[src/rtl/wdk_pkg.sv]
package wdk_pkg;
  typedef enum logic {
    STG_ARMED  = 1'b0,
    STG_WARNED = 1'b1
  } wdk_stage_e;
endpackage

[src/rtl/wdk_keygate.sv]
module wdk_keygate #(
  parameter int DATA_W   = 32,
  parameter int ADDR_W   = 8,
  parameter int CNT_W    = 8,
  parameter int KEY_W    = 7,
  parameter int CTRL_OFS = 'h40
) (
  input  logic              clk,
  input  logic              rst,
  input  logic              wr_en,
  input  logic [ADDR_W-1:0] addr,
  input  logic [DATA_W-1:0] wdata,
  output logic [DATA_W-1:0] ctrl_q,
  output logic              accept,
  output logic [CNT_W:0]    load_val,
  output logic              load_run
);
  localparam int CMD_BIT = CNT_W;
  localparam int KEY_LO  = CNT_W + 1;
  localparam int KEY_HI  = KEY_LO + KEY_W - 1;
  localparam logic [CNT_W:0] FULL_CNT = {1'b1, {CNT_W{1'b0}}};

  logic             hit;
  logic [KEY_W-1:0] want_key;

  always_comb begin
    hit      = wr_en && (addr == ADDR_W'(CTRL_OFS));
    want_key = ~ctrl_q[KEY_HI:KEY_LO];
    accept   = hit && (!ctrl_q[CMD_BIT] || (wdata[KEY_HI:KEY_LO] == want_key));
    load_run = wdata[CMD_BIT];
    load_val = (wdata[CNT_W-1:0] == '0) ? FULL_CNT : {1'b0, wdata[CNT_W-1:0]};
  end

  always_ff @(posedge clk) begin
    if (rst)         ctrl_q <= '0;
    else if (accept) ctrl_q <= wdata;
  end
endmodule

[src/rtl/wdk_counter.sv]
module wdk_counter #(
  parameter int CNT_W       = 8,
  parameter int GRACE_TICKS = 1
) (
  input  logic           clk,
  input  logic           rst,
  input  logic           tick_en,
  input  logic           load,
  input  logic [CNT_W:0] load_val,
  input  logic           load_run,
  input  logic           reload_grace,
  input  logic           halt,
  output logic [CNT_W:0] cnt_q,
  output logic           run_q,
  output logic           expire
);
  localparam logic [CNT_W:0] GRACE_VAL = (CNT_W+1)'(GRACE_TICKS);

  assign expire = run_q && tick_en && (cnt_q == (CNT_W+1)'(1));

  always_ff @(posedge clk) begin
    if (rst) begin
      cnt_q <= '0;
      run_q <= 1'b0;
    end else if (load) begin
      cnt_q <= load_val;
      run_q <= load_run;
    end else if (reload_grace) begin
      cnt_q <= GRACE_VAL;
    end else if (halt) begin
      cnt_q <= '0;
      run_q <= 1'b0;
    end else if (run_q && tick_en && cnt_q != '0) begin
      cnt_q <= cnt_q - 1'b1;
    end
  end
endmodule

[src/rtl/wdk_escalate.sv]
module wdk_escalate
  import wdk_pkg::*;
(
  input  logic clk,
  input  logic rst,
  input  logic service,
  input  logic expire,
  output logic reload_grace,
  output logic halt,
  output logic nmi_q,
  output logic rstreq_q
);
  wdk_stage_e stage_q;

  always_comb begin
    reload_grace = expire && !service && (stage_q == STG_ARMED);
    halt         = expire && !service && (stage_q == STG_WARNED);
  end

  always_ff @(posedge clk) begin
    if (rst) begin
      stage_q  <= STG_ARMED;
      nmi_q    <= 1'b0;
      rstreq_q <= 1'b0;
    end else begin
      rstreq_q <= halt;
      if (service) begin
        stage_q <= STG_ARMED;
        nmi_q   <= 1'b0;
      end else if (reload_grace) begin
        stage_q <= STG_WARNED;
        nmi_q   <= 1'b1;
      end
    end
  end
endmodule

[src/rtl/wdk_top.sv]
module wdk_top #(
  parameter int DATA_W      = 32,
  parameter int ADDR_W      = 8,
  parameter int CNT_W       = 8,
  parameter int KEY_W       = 7,
  parameter int GRACE_TICKS = 1,
  parameter int CTRL_OFS    = 'h40,
  parameter int STAT_OFS    = 'h44,
  parameter int NMI_BIT     = 16
) (
  input  logic              clk,
  input  logic              rst,
  input  logic              tick_en,
  input  logic              wr_en,
  input  logic              rd_en,
  input  logic [ADDR_W-1:0] addr,
  input  logic [DATA_W-1:0] wdata,
  output logic [DATA_W-1:0] rdata,
  output logic              nmi_o,
  output logic              sysrst_req_o
);
  localparam int VAL_W = CNT_W + 1;

  logic [DATA_W-1:0] ctrl_q;
  logic              accept;
  logic [CNT_W:0]    load_val;
  logic              load_run;
  logic [CNT_W:0]    cnt_q;
  logic              run_q;
  logic              expire;
  logic              reload_grace;
  logic              halt;
  logic [DATA_W-1:0] stat_w;
  logic [DATA_W-1:0] rd_mux;

  wdk_keygate #(
    .DATA_W(DATA_W), .ADDR_W(ADDR_W), .CNT_W(CNT_W),
    .KEY_W(KEY_W), .CTRL_OFS(CTRL_OFS)
  ) u_gate (
    .clk(clk), .rst(rst), .wr_en(wr_en), .addr(addr), .wdata(wdata),
    .ctrl_q(ctrl_q), .accept(accept), .load_val(load_val), .load_run(load_run)
  );

  wdk_counter #(.CNT_W(CNT_W), .GRACE_TICKS(GRACE_TICKS)) u_cnt (
    .clk(clk), .rst(rst), .tick_en(tick_en), .load(accept),
    .load_val(load_val), .load_run(load_run), .reload_grace(reload_grace),
    .halt(halt), .cnt_q(cnt_q), .run_q(run_q), .expire(expire)
  );

  wdk_escalate u_esc (
    .clk(clk), .rst(rst), .service(accept), .expire(expire),
    .reload_grace(reload_grace), .halt(halt),
    .nmi_q(nmi_o), .rstreq_q(sysrst_req_o)
  );

  always_comb begin
    stat_w            = '0;
    stat_w[VAL_W-1:0] = cnt_q;
    stat_w[NMI_BIT]   = nmi_o;
    if (addr == ADDR_W'(CTRL_OFS))      rd_mux = ctrl_q;
    else if (addr == ADDR_W'(STAT_OFS)) rd_mux = stat_w;
    else                                rd_mux = '0;
  end

  always_ff @(posedge clk) begin
    if (rst)        rdata <= '0;
    else if (rd_en) rdata <= rd_mux;
  end
endmodule

[config.mk]
export PLATFORM = sky130hd
export DESIGN_NAME = wdk_top
export DESIGN_NICKNAME = d
export VERILOG_FILES = /design/src/rtl/wdk_pkg.sv /design/src/rtl/wdk_keygate.sv /design/src/rtl/wdk_counter.sv /design/src/rtl/wdk_escalate.sv /design/src/rtl/wdk_top.sv
export SDC_FILE = /design/constraint.sdc
export NUM_CORES = 1
export LEC_CHECK = 0
export BUFFER_PORTS_ARGS = -buffer_cell sky130_fd_sc_hd__buf_2
export CORE_MARGIN = 2
export CORE_UTILIZATION = 50
export DETAILED_ROUTE_END_ITERATION = 16
export PLACE_DENSITY = 0.87
export SLEW_MARGIN = 5
export SYNTH_ARGS = -nofsm -noshare
export SYNTH_HDL_FRONTEND = slang
export SYNTH_HIERARCHICAL = 1
export SYNTH_SLANG_ARGS = --single-unit
[constraint.sdc]
create_clock -name clk -period 2.55 [get_ports clk]
set_input_delay 0.1275 -clock clk [delete_from_list [all_inputs] [get_ports clk]]
set_output_delay 0.1275 -clock clk [all_outputs]
set_load 0.05 [all_outputs]
==> metrics.cfg, run 1 <==
[power]
p_leak_nw=2.03
finalPower_mw=2.35
p_per_area_mw_per_mm2=499
vdd_drop_max_mv=0.344

[synth]
syn_area_mm2=0.00396
synth.area.top_cells=dfxtp_1 38%, a221o_1 7.8%, o311ai_0 7.1%
ys_types=58
synth.top_cell.area_share_pct=38.4
synth_nets=459
async_flop_share_pct=0
yosys_warnings=6
yosysTopAreaCell=dfxtp_1
syn_inst=412
synth-main-ff-cell=dfxtp_1
synth_edf_count=0
seq_area_frac_synth_pct=38.4
synth-seq-cells=76
avgSynthCellArea_um2=9.61

[placed_design]
place_area_mm2=0.00447
gp_congestion=0.961
portBuffers=78
hpwlAfterDp_um=7680

[finish]
n_fill_cell=657
finish.instance_area_mm2=0.00471
layout_common_cells=78 x buf_2, 76 x dfxtp_1, 39 x inv_1, 33 x buf_4, 32 x o311ai_0
area_growth_pct=18.8
antennaDiodeCount=0
post_route_cells_drive_above_1_share_pct=29.4
final_common_cell=buf_2
layout.nets=532

[global_routing]
antenna_found_initial=0
grt_pass1_wl_um=18400
grt_pass1_vias=3712
grt-ovfl-total=0
grt_usage_pct=26.6
grt_max_degree=49

[outcome]
outcome=complete, no violations

[timing]
worst_slew_pin_slew_ns=1.09
setup_viol=0
rsz0062_at_grt=no
slew_headroom_pct=27.6
fin_crit_sh_pct=93.3
slew_viol_final=0
fin_skew_ns=0.0102
fmax_mhz=420
post-route-min-period_ns=2.38
final_hold_viol_count=0

[routing]
drt-wirelength-per-cell_um=19.8
finalWirelength_um=11700
via_count=3864
first_pass_iters=5
ant_nets=0
viasPerCell=6.53
drt_iter0_drc=440
drc=0

[clock_network]
clk-insertion-delay-late_ns=0.36
clockBufferDepth=2
clk_pin_slew_ns=0.09
cts_root_buf=clkbuf_8
cts_made_buffers=9
cts.sinks=76
cts-htree-levels=3
cts_tree=done

[floorplan]
die_area_mm2=0.00865
start_util_pct=51.5
rows=32
core_area_mm2=0.00769
dieHeight_um=93.0
die_x_um=93.0
pin_count=79

[setup_path]
cp-end-kind=flip-flop
cp_data_required_time_ns=2.82
regToRegSetupSlack_ns=0.17
critPathKind=flip-flop to flip-flop
cp.arrival_ns=2.65
crit_path_start_kind=flip-flop
crit_fanout=10

[run]
maxCapViolCount=0

[min_path]
min_path_type=primary input to flip-flop

==> registers in the layout (all words and copies together) (netlist names) <==
name	count
u_cnt/run_q	1
u_esc/rstreq_q	1
u_cnt/cnt_q	9
rdata	32
u_gate/ctrl_q	32
u_esc/nmi_q	1
==> layer usage <==
layer,wire length (µm),global-route usage (%)
met1,5210,36.4
met2,5470,41.5
met3,774,3.46
met4,291,12.7
met5,0,0
==> layout make-up <==
cell class	count	area, µm²	area share (%)
multi-input cells	246	2040	43.4
flip-flops and latches	76	1520	32.3
clock inverters	6	71.3	1.52
clock buffers	10	138	2.92
repair buffers	113	658	14.0
inverters	39	146	3.11
well taps	102	128	2.71
==> Yosys cell counts, types with 2 or more instances <==
| cell | n |
|---|---|
| o311ai_0 | 32 |
| o21ai_0 | 3 |
| o211ai_1 | 2 |
| nand2b_1 | 11 |
| nor3_2 | 2 |
| nand3_1 | 6 |
| o41ai_1 | 31 |
| buf_8 | 2 |
| inv_1 | 39 |
| mux2i_1 | 12 |
| a211oi_1 | 3 |
| a21oi_1 | 8 |
| buf_6 | 5 |
| nor2_1 | 10 |
| buf_1 | 2 |
| a31oi_1 | 2 |
| nand2_1 | 6 |
| a41oi_1 | 2 |
| buf_2 | 5 |
| o21ai_1 | 4 |
| nor3_1 | 5 |
| clkbuf_1 | 36 |
| o32ai_1 | 10 |
| a221o_1 | 31 |
| a22o_1 | 23 |
| xor2_1 | 7 |
| nor2b_1 | 2 |
| dfxtp_1 | 76 |
| ha_1 | 2 |
| nand4_1 | 3 |
| or3_1 | 3 |
==> metrics by stage <==
step / util [%] / setup TNS [ns] / hold slack, ns / worst slack (ns) / std cells
floorplan: - / -0.0203 / 0.192 / -0.0121 / 412
global placement: 58.2 / 0 / 0.366 / 0.0578 / 574
detailed placement: 58.2 / 0 / 0.375 / 0.0228 / 574
CTS: 61.1 / 0 / 0.000948 / 0.0715 / 592
global route: 61.2 / 0 / 0.00901 / 0.00357 / 592
finish: 61.2 / 0 / 0.00448 / 0.170 / 592
==> power by group <==
part | switching (mW) | internal, mW | total, mW
sequential | 0.00139 | 1.19 | 1.19
combinational | 0.122 | 0.0591 | 0.181
clock | 0.494 | 0.485 | 0.979
total | 0.617 | 1.73 | 2.35
==> logic make-up (layout without fill, tap and decap cells) <==
logic type / after synthesis / after routing / share of synthesized area [%]
and+or+nand+nor: 63 / 63 / 10.6
xor gates and xnor gates: 7 / 7 / 1.55
AOI/OAI and AO/OA: 162 / 162 / 35.4
buffers and inverters: 90 / 168 / 10.3
muxes: 12 / 12 / 3.03
adders and majority gates: 2 / 2 / 0.632
DFF: 76 / 76 / 38.4
==> worst max-delay path, stage by stage (launching register included) <==
cell      delay (ns)
dfxtp_1         0.33
xor2_1          0.16
nand3_1         0.12
o21ai_0         0.08
buf_4           0.14
nor2b_4         0.12
buf_4           0.13
nor3b_1         0.42
or3_4           0.30
buf_4           0.14
o21ai_0         0.08
a211oi_1        0.25
==> what timing repair did <==
item	in CTS	in global routing
resized for setup	0	1
hold buffers	2	0
setup endpoints to repair	0	5
setup buffers	0	0
hold endpoints to repair	2	0
==> worst paths after layout <==
path | start | to | cells after the start
max reg2reg | u_gate/ctrl_q[10] | u_cnt/cnt_q[4] | 11
max | u_gate/ctrl_q[10] | u_cnt/cnt_q[4] | 11
min reg2reg | rdata[23] | rdata[23] | 1
min | wdata[23] | u_gate/ctrl_q[23] | 2
Power figures use the tool's default switching activity.
==> run 2, diff against run 1 <==
--- a/config.mk
+++ b/config.mk
@@ -6,6 +6,7 @@
 export NUM_CORES = 1
 export LEC_CHECK = 0
 export BUFFER_PORTS_ARGS = -buffer_cell sky130_fd_sc_hd__buf_2
+export CORE_ASPECT_RATIO = 1.2
 export CORE_MARGIN = 2
 export CORE_UTILIZATION = 50
 export DETAILED_ROUTE_END_ITERATION = 16
==> run 2 against run 1 <==
  * Non-clock buffer count fell by 3
  * Sequential power hardly changed
  * Critical endpoint is now u_cnt/cnt_q[1]
  * Highest routed layer unchanged
  * Global-route usage fell by 1.4 points
==> metrics.cfg, run 2 (synthesis gave the netlist of run 1 again) <==
[outcome]
outcome=complete, no violations  ; unchanged

[finish]
fin_cells=579  ; was 592
layout_common_cells=78 x buf_2, 76 x dfxtp_1, 39 x inv_1, 32 x o311ai_0  ; was 78 x buf_2, 76 x dfxtp_1, 39 x inv_1, 33 x buf_4, 32 x o311ai_0
area_growth_pct=18.1  ; was 18.8%
layout.nets=529  ; was 532
multi_input_area_mm2=0.00205  ; was 0.00204 mm²
top_regs=rdata: 32 flops, u_gate/ctrl_q: 32 flops, u_cnt/cnt_q: 9 flops  ; unchanged
final_common_cell=buf_2  ; unchanged
antennaDiodeCount=0  ; unchanged
n_fill_cell=649  ; was 657
regArea_mm2=0.00152  ; unchanged
post_route_cells_drive_above_1_share_pct=28.3  ; was 29.4%

[clock_network]
cts_made_buffers=9  ; unchanged
cts_root_buf=clkbuf_8  ; unchanged
clockBufferDepth=2  ; unchanged
cts_tree=done  ; unchanged
cts-htree-levels=3  ; unchanged
clk-insertion-delay-late_ns=0.36  ; about the same
clk_pin_slew_ns=0.09  ; about the same
cts.sinks=76  ; unchanged

[power]
vdd_drop_max_mv=0.296  ; was 0.344 mV
p_int_mw=1.62  ; was 1.73 mW
combPwrFrac_pct=8.3  ; was 7.7%
seq_power_share_pct=53.2  ; was 50.6%
power.share.clock_pct=38.5  ; was 41.7%
p_sw_uw=620  ; was 617 µW
p_leak_nw=2.00  ; was 2.03 nW
power_switching_share_pct=27.7  ; was 26.3%
p_per_area_mw_per_mm2=478  ; was 499 mW/mm²

[routing]
via_count=3893  ; was 3864
first_pass_iters=5  ; unchanged
viasPerCell=6.72  ; was 6.53
drc=0  ; unchanged
finalWirelength_um=11300  ; was 11700 µm
drt_iter0_drc=394  ; was 440
drt-wirelength-per-cell_um=19.5  ; was 19.8 µm
ant_nets=0  ; unchanged

[placed_design]
placed_cells=556  ; was 574
dp_slack_ns=-0.0200  ; was 0.0228 ns
gp_congestion=0.915  ; was 0.961
portBuffers=78  ; unchanged
hpwlAfterDp_um=7440  ; was 7680 µm

[global_routing]
grt_pass1_wl_um=17500  ; was 18400 µm
antenna_found_initial=0  ; unchanged
grt_max_degree=59  ; was 49
top_usage_layer=met2  ; unchanged
gr-usage-met3_pct=4.89  ; was 3.46%
gr-usage-met2_pct=42.2  ; was 41.5%
grt-ovfl-total=0  ; unchanged
grt_use_met1_pct=31.2  ; was 36.4%
grt_usage_pct=25.1  ; was 26.6%
grt_pass1_vias=3637  ; was 3712

[timing]
worst_slew_pin_slew_ns=1.07  ; was 1.09 ns
post-route-min-period_ns=2.39  ; was 2.38 ns
fin_crit_sh_pct=93.8  ; was 93.3%
tns_ns=0  ; unchanged
hold_slack_ns=0.0111  ; was 0.00448 ns
rsz0062_at_grt=no  ; unchanged
finalWorstSetupSlack_ns=0.159  ; was 0.170 ns
slew_viol_final=0  ; unchanged
fin_skew_ns=0.0117  ; was 0.0102 ns
setup_viol=0  ; unchanged
slew_headroom_pct=28.7  ; was 27.6%
final_hold_viol_count=0  ; unchanged
fmax_mhz=418  ; was 420 MHz

[run]
maxCapViolCount=0  ; unchanged

[setup_path]
critPathKind=flip-flop to flip-flop  ; unchanged
cp_data_required_time_ns=2.83  ; was 2.82 ns
cp.arrival_ns=2.67  ; was 2.65 ns
crit_chain=xor2_1 > nand3_2 > o21ai_2 > nor2b_4 > and3b_2 > or3_4 > buf_4 > nor2_1 > a21oi_1 > a211oi_1  ; was xor2_1 > nand3_1 > o21ai_0 > buf_4 > nor2b_4 > buf_4 > nor3b_1 > or3_4 > buf_4 > o21ai_0 > a211oi_1
crit_path_start_kind=flip-flop  ; unchanged
cp_num_buf_inv=1  ; was 3
cp-end-kind=flip-flop  ; unchanged
crit_path_top_delay_cell=or3_4  ; was nor3b_1
crit_fanout=7  ; was 10
crit_family=simple AND/OR/NAND/NOR gates  ; unchanged
max_stage_delay_ns=0.44  ; was 0.42 ns

[min_path]
min_path_type=primary input to flip-flop  ; unchanged

[floorplan]
start_util_pct=51.7  ; was 51.5%
dieHeight_um=101  ; was 93.0 µm
core_area_mm2=0.00766  ; was 0.00769 mm²
pin_count=79  ; unchanged
die_area_mm2=0.00865  ; about the same
rows=35  ; was 32
die_x_um=85.2  ; was 93.0 µm

==> run 2: metal layers <==
metal  up-vias  share of wire, %
li1       1788                 -
met1      1891                42
met2       182                48
met3        32               6.2
met4         0               3.7
met5         -                 0
==> run 2: final timing paths <==
path / startpoint / to / slack, ns / depth (start not counted)
worst max-delay path: u_gate/ctrl_q[14] / u_cnt/cnt_q[1] / 0.16 / 10
worst min-delay path: wdata[22] / u_gate/ctrl_q[22] / 0.01 / 2
worst max register to register: u_gate/ctrl_q[14] / u_cnt/cnt_q[1] / 0.16 / 10
worst min register to register: rdata[31] / rdata[31] / 0.48 / 1
==> run 2: cell type report <==
| class | count | share of cell area [%] |
|---|---|---|
| Timing Repair Buffer | 110 | 14.1 |
| Sequential cell | 76 | 32.5 |
| Inverter | 39 | 3.13 |
| Multi-Input combinational cell | 246 | 43.9 |
| Tap cell | 92 | 2.46 |
| Clock buffer | 9 | 2.65 |
| Clock inverter | 7 | 1.23 |
==> run 2: power by group through the flow <==
stage / clock network [mW] / registers, mW / logic [mW]
finish: 0.860 / 1.19 / 0.186
global route: 0.929 / 1.19 / 0.197
CTS: 0.879 / 1.19 / 0.181
detailed placement: 0 / 1.22 / 0.172
global placement: 0 / 1.22 / 0.167
floorplan: 0 / 1.22 / 0.0915
==> run 2: worst reg2reg max path: stages (launching register included) <==
cell and delay [ns]:
dfxtp_1 0.39, xor2_1 0.24, nand3_2 0.17, o21ai_2 0.17, nor2b_4 0.17, and3b_2 0.22, or3_4 0.44, buf_4 0.18
nor2_1 0.08, a21oi_1 0.05, a211oi_1 0.21
==> run 2: metrics by stage <==
step           area (µm²)  total power [mW]  utilization [%]
6_report             4680              2.24             61.0
5_1_grt              4680              2.32             61.0
4_1_cts              4660              2.25             60.8
3_5_place_dp         4410              1.39             57.6
3_3_place_gp         4410              1.38             57.6
2_1_floorplan        3980              1.31                -
==> run 2: timing repair <==
action                                 in CTS  in global routing
hold buffers                                7                  0
cloned                                      0                  0
endpoints found under the hold margin       7                  0
resized for setup                           1                  3
pin swaps                                   0                  0
buffers inserted                            0                  0
setup endpoints to repair                   7                  7
==> run 3, diff against run 2 <==
--- a/config.mk
+++ b/config.mk
@@ -5,12 +5,13 @@
 export SDC_FILE = /design/constraint.sdc
 export NUM_CORES = 1
 export LEC_CHECK = 0
-export BUFFER_PORTS_ARGS = -buffer_cell sky130_fd_sc_hd__buf_2
 export CORE_ASPECT_RATIO = 1.2
 export CORE_MARGIN = 2
 export CORE_UTILIZATION = 50
 export DETAILED_ROUTE_END_ITERATION = 16
-export PLACE_DENSITY = 0.87
+export DONT_BUFFER_PORTS = 1
+export PLACE_DENSITY = 0.79
+export SKIP_CTS_REPAIR_TIMING = 1
 export SLEW_MARGIN = 5
 export SYNTH_ARGS = -nofsm -noshare
 export SYNTH_HDL_FRONTEND = slang
==> run 3 against run 2 <==
  * The run now ends with hold timing left
  * Critical endpoint is now u_cnt/cnt_q[5]
  * Largest cell class unchanged
  * Critical path depth unchanged
  * Non-clock buffer count decreased by 38
  * Core utilization increased by 0.87 points
  * Die area unchanged
  * First-iteration DRC count decreased by 16%
  * Final cell count decreased by 6.6%
==> metrics.cfg, run 3 (synthesis gave the netlist of run 1 again) <==
[timing]
worst_slew_pin_slew_ns=1.12  ; was 1.07 ns
slew_viol_final=0  ; unchanged
slew_headroom_pct=25.5  ; was 28.7%
fin_skew_ns=0.00970  ; was 0.0117 ns
final_hold_viol_count=8  ; was 0
hold_slack_ns=-0.163  ; was 0.0111 ns
fmax_mhz=413  ; was 418 MHz
post-route-min-period_ns=2.42  ; was 2.39 ns
setup_viol=0  ; unchanged
tns_ns=0  ; unchanged
fin_crit_sh_pct=95.0  ; was 93.8%

[clock_network]
clockBufferDepth=2  ; unchanged
cts_made_buffers=9  ; unchanged
cts.sinks=76  ; unchanged
clk_pin_slew_ns=0.08  ; was 0.09 ns
cts_tree=done  ; unchanged
cts-htree-levels=3  ; unchanged
cts_root_buf=clkbuf_8  ; unchanged
clk-insertion-delay-late_ns=0.36  ; about the same

[setup_path]
cp_data_required_time_ns=2.83  ; about the same
crit_start=u_gate/ctrl_q[9]  ; was u_gate/ctrl_q[14]
cp-end-kind=flip-flop  ; unchanged
crit_path_start_kind=flip-flop  ; unchanged
crit_chain=xor2_1 > nand4_1 > o21ai_2 > nor2b_4 > and3b_2 > or3_1 > buf_6 > o41ai_2 > o21ai_1 > a21oi_1  ; was xor2_1 > nand3_2 > o21ai_2 > nor2b_4 > and3b_2 > or3_4 > buf_4 > nor2_1 > a21oi_1 > a211oi_1
max_stage_delay_ns=0.39  ; was 0.44 ns
cp.arrival_ns=2.71  ; was 2.67 ns
reg2reg_to=u_cnt/cnt_q[5]  ; was u_cnt/cnt_q[1]
regToRegSetupSlack_ns=0.13  ; was 0.16 ns
critPathKind=flip-flop to flip-flop  ; unchanged
crit_fanout=14  ; was 7
r2r-start=u_gate/ctrl_q[9]  ; was u_gate/ctrl_q[14]
crit_path_top_delay_cell=or3_1  ; was or3_4
ff2ff_path_depth=10  ; unchanged
crit_end=u_cnt/cnt_q[5]  ; was u_cnt/cnt_q[1]

[power]
p_leak_nw=1.88  ; was 2.00 nW
p_per_area_mw_per_mm2=523  ; was 478 mW/mm²
vdd_drop_max_mv=0.742  ; was 0.296 mV

[finish]
area_growth_pct=19.8  ; was 18.1%
top_regs=rdata: 32 flops, u_gate/ctrl_q: 32 flops, u_cnt/cnt_q: 9 flops  ; unchanged
fin_cells=541  ; was 579
antennaDiodeCount=0  ; unchanged
post_route_cells_drive_above_1_share_pct=14.5  ; was 28.3%
n_fill_cell=612  ; was 649
multi_input_area_mm2=0.00205  ; about the same
layout.nets=491  ; was 529
regArea_mm2=0.00153  ; was 0.00152 mm²
final_common_cell=dfxtp_1  ; was buf_2
layout_common_cells=71 x dfxtp_1, 46 x dlygate4sd3_1, 39 x inv_1, 32 x o311ai_0  ; was 78 x buf_2, 76 x dfxtp_1, 39 x inv_1, 32 x o311ai_0
final_util_pct=61.9  ; was 61.0%

[floorplan]
pin_count=79  ; unchanged
rows=35  ; unchanged
start_util_pct=51.7  ; unchanged
die_x_um=85.2  ; unchanged
die_area_mm2=0.00865  ; unchanged
core_area_mm2=0.00766  ; unchanged
dieHeight_um=101  ; unchanged

[routing]
drt_iter0_drc=331  ; was 394
drc=0  ; unchanged
via_count=3801  ; was 3893
ant_nets=0  ; unchanged
drt-wirelength-per-cell_um=22.7  ; was 19.5 µm
viasPerCell=7.03  ; was 6.72
finalWirelength_um=12300  ; was 11300 µm
first_pass_iters=5  ; unchanged

[global_routing]
grt_usage_pct=25.5  ; was 25.1%
grt-ovfl-total=0  ; unchanged
antenna_found_initial=0  ; unchanged
grt_max_degree=60  ; was 59
grt_pass1_vias=3423  ; was 3637
grt_pass1_wl_um=17500  ; about the same

[min_path]
whs_path_depth=1  ; was 2
worstHoldStart=rst  ; was wdata[22]
min_path_type=primary input to flip-flop  ; unchanged

[outcome]
failed_checks=hold timing
outcome=finished, violations left  ; was complete, no violations

[run]
maxCapViolCount=0  ; unchanged

[placed_design]
hpwlAfterDp_um=7260  ; was 7440 µm
portBuffers=0  ; was 78
gp_congestion=0.915  ; about the same
placed_cells=477  ; was 556

## run 3: cell count changes in the layout (fill, tap and decap cells not counted), moves of 2 or more
cell,previous run,this run
buf_2,78,0
bufinv_16,0,3
clkinvlp_4,3,1
dfxtp_1,76,71
dfxtp_2,0,5
dlygate4sd3_1,7,46
inv_6,3,1
## run 3: metal layers
layer | GRT usage, % | vias to the layer above | share of wire [%]
met3 | 7.42 | 39 | 7.3
li1 | - | 1706 | -
met4 | 14.7 | 0 | 3.8
met1 | 29.7 | 1857 | 39
met5 | 0 | - | 0
met2 | 41.8 | 199 | 50
## run 3: worst max-delay path, delay by kind of cell (launching register included)
kind | cells | cell delay (ns)
and+or+nand+nor | 4 | 0.98
buffers and inverters | 1 | 0.16
AOI/OAI and AO/OA | 4 | 0.73
DFF | 1 | 0.34
xor gates and xnor gates | 1 | 0.14
## run 3: per-stage QoR
| stage | worst slack, ns | power [mW] | area, µm² |
|---|---|---|---|
| finish | 0.129 | 2.48 | 4740 |
| floorplan | -0.0121 | 1.31 | 3980 |
| CTS | -0.0624 | 2.44 | 4250 |
| global route | -0.0474 | 2.54 | 4740 |
| global placement | 0.0967 | 1.31 | 4000 |
| detailed placement | -0.0325 | 1.31 | 4000 |
## run 3: where the power goes
| group | switching [mW] | internal (mW) |
|---|---|---|
| Sequential | 0.00164 | 1.19 |
| Combinational | 0.0805 | 0.0647 |
| Clock | 0.490 | 0.657 |
## run 3: how the worst min path moves through the flow
stage	slack [ns]	endpoint
CTS	-0.17	u_cnt/cnt_q[7]
detailed placement	0.20	u_esc/rstreq_q
global route	-0.17	u_cnt/cnt_q[7]
global placement	0.20	u_esc/rstreq_q
floorplan	0.19	u_esc/rstreq_q
finish	-0.16	u_cnt/cnt_q[0]
## run 3: layout make-up
cell class	count	share of cell area, %
multi-input combinational	246	43.2
sequential	76	32.2
timing repair buffer	72	13.9
inverter	39	3.09
clock buffer	9	2.61
clock inverter	7	2.61
tap	92	2.43
